**config.mk**
```make
export PLATFORM = sky130hd
export DESIGN_NAME = prescaled_timer
export DESIGN_NICKNAME = d
export VERILOG_FILES = /design/src/rtl/timer_pkg.sv /design/src/rtl/timer_ctrl.sv /design/src/rtl/timer_datapath.sv /design/src/rtl/prescaled_timer.sv
export SDC_FILE = /design/constraint.sdc
export NUM_CORES = 1
export LEC_CHECK = 0
export ABC_CLOCK_PERIOD_IN_PS = 5800
export BUFFER_PORTS_ARGS = -buffer_cell sky130_fd_sc_hd__buf_2
export CAP_MARGIN = 5
export CORE_MARGIN = 2
export CORE_UTILIZATION = 55
export CTS_CLUSTER_DIAMETER = 80
export DETAILED_ROUTE_END_ITERATION = 10
export HOLD_SLACK_MARGIN = 0.08
export PLACE_DENSITY_LB_ADDON = 0.25
export SKIP_CTS_REPAIR_TIMING = 1
export SYNTH_ARGS = -nofsm -noshare
export SYNTH_HDL_FRONTEND = slang
export SYNTH_SLANG_ARGS = --single-unit
```
**constraint.sdc**
```tcl
create_clock -name clk -period 5.8 [get_ports clk]
set_clock_uncertainty 0.2 [all_clocks]
set_input_delay 0.58 -clock clk [delete_from_list [all_inputs] [get_ports clk]]
set_output_delay 0.58 -clock clk [all_outputs]
set_load 0.01 [all_outputs]
```
**src/rtl/timer_pkg.sv**
```systemverilog
package timer_pkg;
  localparam int CNT_W = 8;
  localparam int PRE_W = 8;
  localparam int RATIO_W = $clog2(PRE_W);

  typedef struct packed {
    logic srcEvent;
    logic load;
    logic flagClr;
  } ctrlStrobes_t;
endpackage

```
**src/rtl/timer_ctrl.sv**
```systemverilog
module timer_ctrl
  import timer_pkg::*;
#(
  parameter int SYNC_STAGES = 2
) (
  input  logic         clk,
  input  logic         rstN,
  input  logic         clkDivSel,
  input  logic         srcExt,
  input  logic         edgeFall,
  input  logic         pinIn,
  input  logic         sleep,
  input  logic         convActive,
  input  logic         convWakeEn,
  input  logic         wrEn,
  input  logic         ovfClr,
  output ctrlStrobes_t strobes
);
  logic [1:0] divCnt;
  logic [1:0] divLast;
  logic runInt;
  logic instrTick;
  logic [SYNC_STAGES-1:0] syncQ;
  logic pinPrev;
  logic pinRise;
  logic pinFall;
  logic pinEdge;

  assign divLast = clkDivSel ? 2'd3 : 2'd1;
  assign runInt = !sleep || (convActive && convWakeEn);
  assign instrTick = runInt && (divCnt >= divLast);

  always_ff @(posedge clk or negedge rstN) begin
    if (!rstN) begin
      divCnt <= '0;
    end else if (runInt) begin
      if (divCnt >= divLast) divCnt <= '0;
      else divCnt <= divCnt + 2'd1;
    end
  end

  generate
    if (SYNC_STAGES == 1) begin : g_sync1
      always_ff @(posedge clk or negedge rstN) begin
        if (!rstN) syncQ <= '0;
        else syncQ <= pinIn;
      end
    end else begin : g_syncN
      always_ff @(posedge clk or negedge rstN) begin
        if (!rstN) syncQ <= '0;
        else syncQ <= {syncQ[SYNC_STAGES-2:0], pinIn};
      end
    end
  endgenerate

  always_ff @(posedge clk or negedge rstN) begin
    if (!rstN) pinPrev <= 1'b0;
    else pinPrev <= syncQ[SYNC_STAGES-1];
  end

  assign pinRise = syncQ[SYNC_STAGES-1] && !pinPrev;
  assign pinFall = !syncQ[SYNC_STAGES-1] && pinPrev;
  assign pinEdge = edgeFall ? pinFall : pinRise;

  always_comb begin
    strobes.srcEvent = srcExt ? pinEdge : instrTick;
    strobes.load = wrEn;
    strobes.flagClr = ovfClr;
  end


  edge_single_chk: assert property (@(posedge clk) disable iff (!rstN)
    pinEdge |=> !pinEdge);


  tick_spacing_chk: assert property (@(posedge clk) disable iff (!rstN)
    instrTick |=> !instrTick);
endmodule

```
**src/rtl/timer_datapath.sv**
```systemverilog
module timer_datapath
  import timer_pkg::*;
(
  input  logic               clk,
  input  logic               rstN,
  input  ctrlStrobes_t       strobes,
  input  logic               bypassPre,
  input  logic [RATIO_W-1:0] ratioSel,
  input  logic [CNT_W-1:0]   wrData,
  output logic [CNT_W-1:0]   count,
  output logic               ovfFlag
);
  logic [PRE_W-1:0] preCnt;
  logic [PRE_W-1:0] preMask;
  logic incEn;
  logic wrapNow;

  always_comb begin
    for (int i = 0; i < PRE_W; i++) preMask[i] = (i <= int'(ratioSel));
  end

  assign incEn = strobes.srcEvent && (bypassPre || ((preCnt & preMask) == preMask));
  assign wrapNow = incEn && !strobes.load && (count == {CNT_W{1'b1}});

  always_ff @(posedge clk or negedge rstN) begin
    if (!rstN) begin
      preCnt <= '0;
      count <= '0;
    end else if (strobes.load) begin
      preCnt <= '0;
      count <= wrData;
    end else begin
      if (strobes.srcEvent && !bypassPre) preCnt <= preCnt + 1'b1;
      if (incEn) count <= count + 1'b1;
    end
  end

  always_ff @(posedge clk or negedge rstN) begin
    if (!rstN) ovfFlag <= 1'b0;
    else if (wrapNow) ovfFlag <= 1'b1;
    else if (strobes.flagClr) ovfFlag <= 1'b0;
  end


  load_value_chk: assert property (@(posedge clk) disable iff (!rstN)
    strobes.load |=> (count == $past(wrData)) && (preCnt == '0));


  single_step_chk: assert property (@(posedge clk) disable iff (!rstN)
    !strobes.load |=> (count == $past(count)) || (count == $past(count) + 1'b1));


  ovf_set_chk: assert property (@(posedge clk) disable iff (!rstN)
    wrapNow |=> ovfFlag && (count == '0));


  ovf_hold_chk: assert property (@(posedge clk) disable iff (!rstN)
    (ovfFlag && !strobes.flagClr) |=> ovfFlag);
endmodule

```
**src/rtl/prescaled_timer.sv**
```systemverilog
module prescaled_timer
  import timer_pkg::*;
(
  input  logic               clk,
  input  logic               rstN,
  input  logic               clkDivSel,
  input  logic               srcExt,
  input  logic               edgeFall,
  input  logic               bypassPre,
  input  logic [RATIO_W-1:0] ratioSel,
  input  logic               pinIn,
  input  logic               wrEn,
  input  logic [CNT_W-1:0]   wrData,
  input  logic               sleep,
  input  logic               convActive,
  input  logic               convWakeEn,
  input  logic               ovfClr,
  output logic [CNT_W-1:0]   count,
  output logic               ovfFlag
);
  ctrlStrobes_t strobes;

  timer_ctrl #(.SYNC_STAGES(2)) u_ctrl (
    .clk(clk), .rstN(rstN), .clkDivSel(clkDivSel), .srcExt(srcExt),
    .edgeFall(edgeFall), .pinIn(pinIn), .sleep(sleep),
    .convActive(convActive), .convWakeEn(convWakeEn), .wrEn(wrEn),
    .ovfClr(ovfClr), .strobes(strobes)
  );

  timer_datapath u_dp (
    .clk(clk), .rstN(rstN), .strobes(strobes), .bypassPre(bypassPre),
    .ratioSel(ratioSel), .wrData(wrData), .count(count), .ovfFlag(ovfFlag)
  );


  sleep_freeze_chk: assert property (@(posedge clk) disable iff (!rstN)
    (sleep && !(convActive && convWakeEn) && !srcExt && !wrEn) |=> $stable(count));
endmodule

```
==> run summary <==
Drt drc: 0
Critical path endpoint category: flip-flop
Crit path max-delay cell type: or4_1
Die Y: 50.8 um
Leakage: 0.652 nW
Internal: 274 uW
Diode count: 0
Dpl cell area: 1370 um^2
Syn Nets: 151
Mapped Area: 1200 um^2
Via count: 1062
CTS tree: done
Total clock buffers created by CTS: 3
Gr usage total: 22.7%
PD cells: 264 nW/um^2
I/O pin total: 32
Clock latency on the worst-skew pair: 0.31 ns
Reg power frac: 48.2%
Ys flop type: dfrtp_1
RSZ-0062 raised after global routing: false
Place WS: 3.23 ns
Clock power frac: 30.5%
Register area share after synthesis: 45.7%
Slew headroom: 52.2%
Largest net degree at the start of global routing: 23
Sw power: 105 uW
Average wire per standard cell: 14.2 um
Synth Area per Inst: 9.63 um^2
Die ar.: 2580 um^2
VDD IR-drop max: 204 uV
Net Sw Frac: 27.7%
Clock Tree Buf Depth: 2
GRT Residual Overflow: 0
Utilization after layout: 71.0%
Yosys cell types: 35
Setup TNS: 0 ns
CTS sink count: 22
Placement Rows: 16
Antenna Nets Post-Route: 0
HP Class: input pin to flip-flop
Yosys warning count: 0
Endpoints failing setup: 0
Max Clk Rate: 418 MHz
Worst-path clk slew: 0.11 ns
Clock H-tree levels: 1
Drt via density: 5.74
Hold WS: 0.174 ns
Layout cells sized above 1: 27.2%
Worst Max-Slew Pin Slew: 0.712 ns
Gate power share: 21.3%
Worst path cell trace: or3b_1 > and3_4 > nor2_4 > nand3_2 > or4_1 > a31oi_1
Initial antenna violation count: 0
Outcome: finished, final reports clean
Initial DRT Pass Iterations: 4
Tmin final: 2.39 ns
Asr flop ratio synth: 100%
EDFF count, synth: 0
Worst EP arrival: 2.42 ns
Root Buffer: clkbuf_4
Final Routed Wirelength: 2.63 mm
Initial DRC count: 19
Crit share post-route: 41.3%
Crit-path max cell delay: 0.59 ns
Final Cell Area: 1440 um^2
Yosys reg bits: 22
Initial Utilization: 59.5%
Slew Limit Fails: 0
CP Max Fanout: 11
I/O Buffers: 31
First-pass GRT wire length: 4.45 mm
CP required: 5.82 ns
DP HPWL: 1.94 mm
Area Overhead vs Synth: 19.3%
Final Hold Fails: 0
Worst Setup Start Kind: flip-flop
Number of global-route vias before repair: 1021
GP Congestion: 0.847
Chip Width: 50.8 um
Fin nets: 185
Crit Path Category: flip-flop to flip-flop
Core area: 2020 um^2
Maxcap violations: 0
Final worst slack: 3.41 ns
Syn Inst Count: 125
-- registers in the layout, summed over array words and instances, names as in the netlist --
register / count
u_ctrl.syncQ: 2
u_dp.count: 8
u_dp.ovfFlag: 1
u_dp.preCnt: 8
u_ctrl.divCnt: 2
u_ctrl.pinPrev: 1
-- routing by layer --
metal	share of wire (%)	up-vias	wire, um	GRT usage, %
li1	-	520	-	-
met1	43	512	1140	26.8
met2	52	30	1370	42.5
met3	4.4	0	115	6.55
met4	0	0	0	1.35
met5	0	-	0	0
-- power by group through the flow --
stage          registers [mW]  logic [mW]  clock network (mW)
6_report                0.183      0.0807               0.116
5_1_grt                 0.186      0.0913               0.125
4_1_cts                 0.183      0.0807               0.118
3_5_place_dp            0.185      0.0800                   0
3_3_place_gp            0.185      0.0759                   0
2_1_floorplan           0.186      0.0511                   0
-- cells by family (layout without fill, tap and decap cells) --
| family | count (synthesis) | after routing | share of synthesized area [%] |
|---|---|---|---|
| mux | 2 | 2 | 1.66 |
| flops | 22 | 22 | 45.7 |
| simple gates | 56 | 56 | 25.2 |
| buf+inv | 7 | 40 | 2.81 |
| fa+ha+maj | 3 | 3 | 3.12 |
| xor+xnor | 9 | 9 | 6.55 |
| compound gates | 26 | 26 | 15.0 |
-- Yosys cell counts, drive strengths merged, types with 2 or more instances --
library cell / count / area [um^2]
a21oi: 2 / 10.0
dfrtp: 22 / 551
nand2: 9 / 33.8
nand3: 4 / 25.0
xor2: 4 / 35.0
clkbuf: 2 / 7.51
o31ai: 4 / 30.0
a31oi: 6 / 37.5
and3: 3 / 25.0
nor2: 18 / 75.1
o21ai: 6 / 30.0
mux2i: 2 / 20.0
a21o: 2 / 15.0
nand2b: 3 / 18.8
ha: 3 / 37.5
inv: 4 / 15.0
a21boi: 3 / 22.5
nand4: 5 / 31.3
or4: 4 / 30.0
xnor2: 5 / 43.8
nor3: 3 / 15.0
nor4: 2 / 12.5
-- layout make-up --
cell class / count / area, um^2
clock buffers: 3 / 22.5
clock inverters: 1 / 30.0
fillers: 158 / 586
inverters: 4 / 15.0
multi-input cells: 96 / 619
flip-flops and latches: 22 / 551
well taps: 27 / 33.8
repair buffers: 32 / 165
-- cells in the final DEF, fill, tap and decap left out, types with 2 or more instances in the layout --
master    count
a21boi_0      3
a21o_1        2
a21oi_1       2
a31oi_1       6
buf_2        31
clkbuf_4      3
dfrtp_1      22
ha_1          3
inv_1         4
mux2i_1       2
nand2_1       9
nand2b_1      3
nand3_1       3
nand4_1       5
nor2_1       17
nor3_1        3
nor4_1        2
o21ai_0       6
o31ai_1       4
or4_1         4
xnor2_1       5
xor2_1        4
-- per-stage QoR --
stage               power (mW)  instances
floorplan                0.237        125
global placement         0.261        180
detailed placement       0.265        180
CTS                      0.382        184
global route             0.403        185
finish                   0.379        185
-- path summary, 6_finish.rpt --
kind                                 start               to  cells after the start  slack, ns
setup / recovery            u_ctrl.pinPrev    u_dp.count[6]                      6       3.41
hold / removal                       pinIn  u_ctrl.syncQ[0]                      1       0.17
setup reg to reg            u_ctrl.pinPrev    u_dp.count[6]                      6       3.41
hold reg to reg            u_ctrl.syncQ[0]  u_ctrl.syncQ[1]                      0       0.18
max in group asynchronous             rstN    u_dp.count[5]                      2       4.51
min in group asynchronous             rstN    u_dp.count[7]                      2       0.56
-- critical path, delay by kind of cell (launching register included) --
kind	cells	cell delay (ns)
AOI/OAI and AO/OA	1	0.23
DFF	1	0.40
and+or+nand+nor	5	1.48
Note: power is estimated with default switching activity, not from simulation.
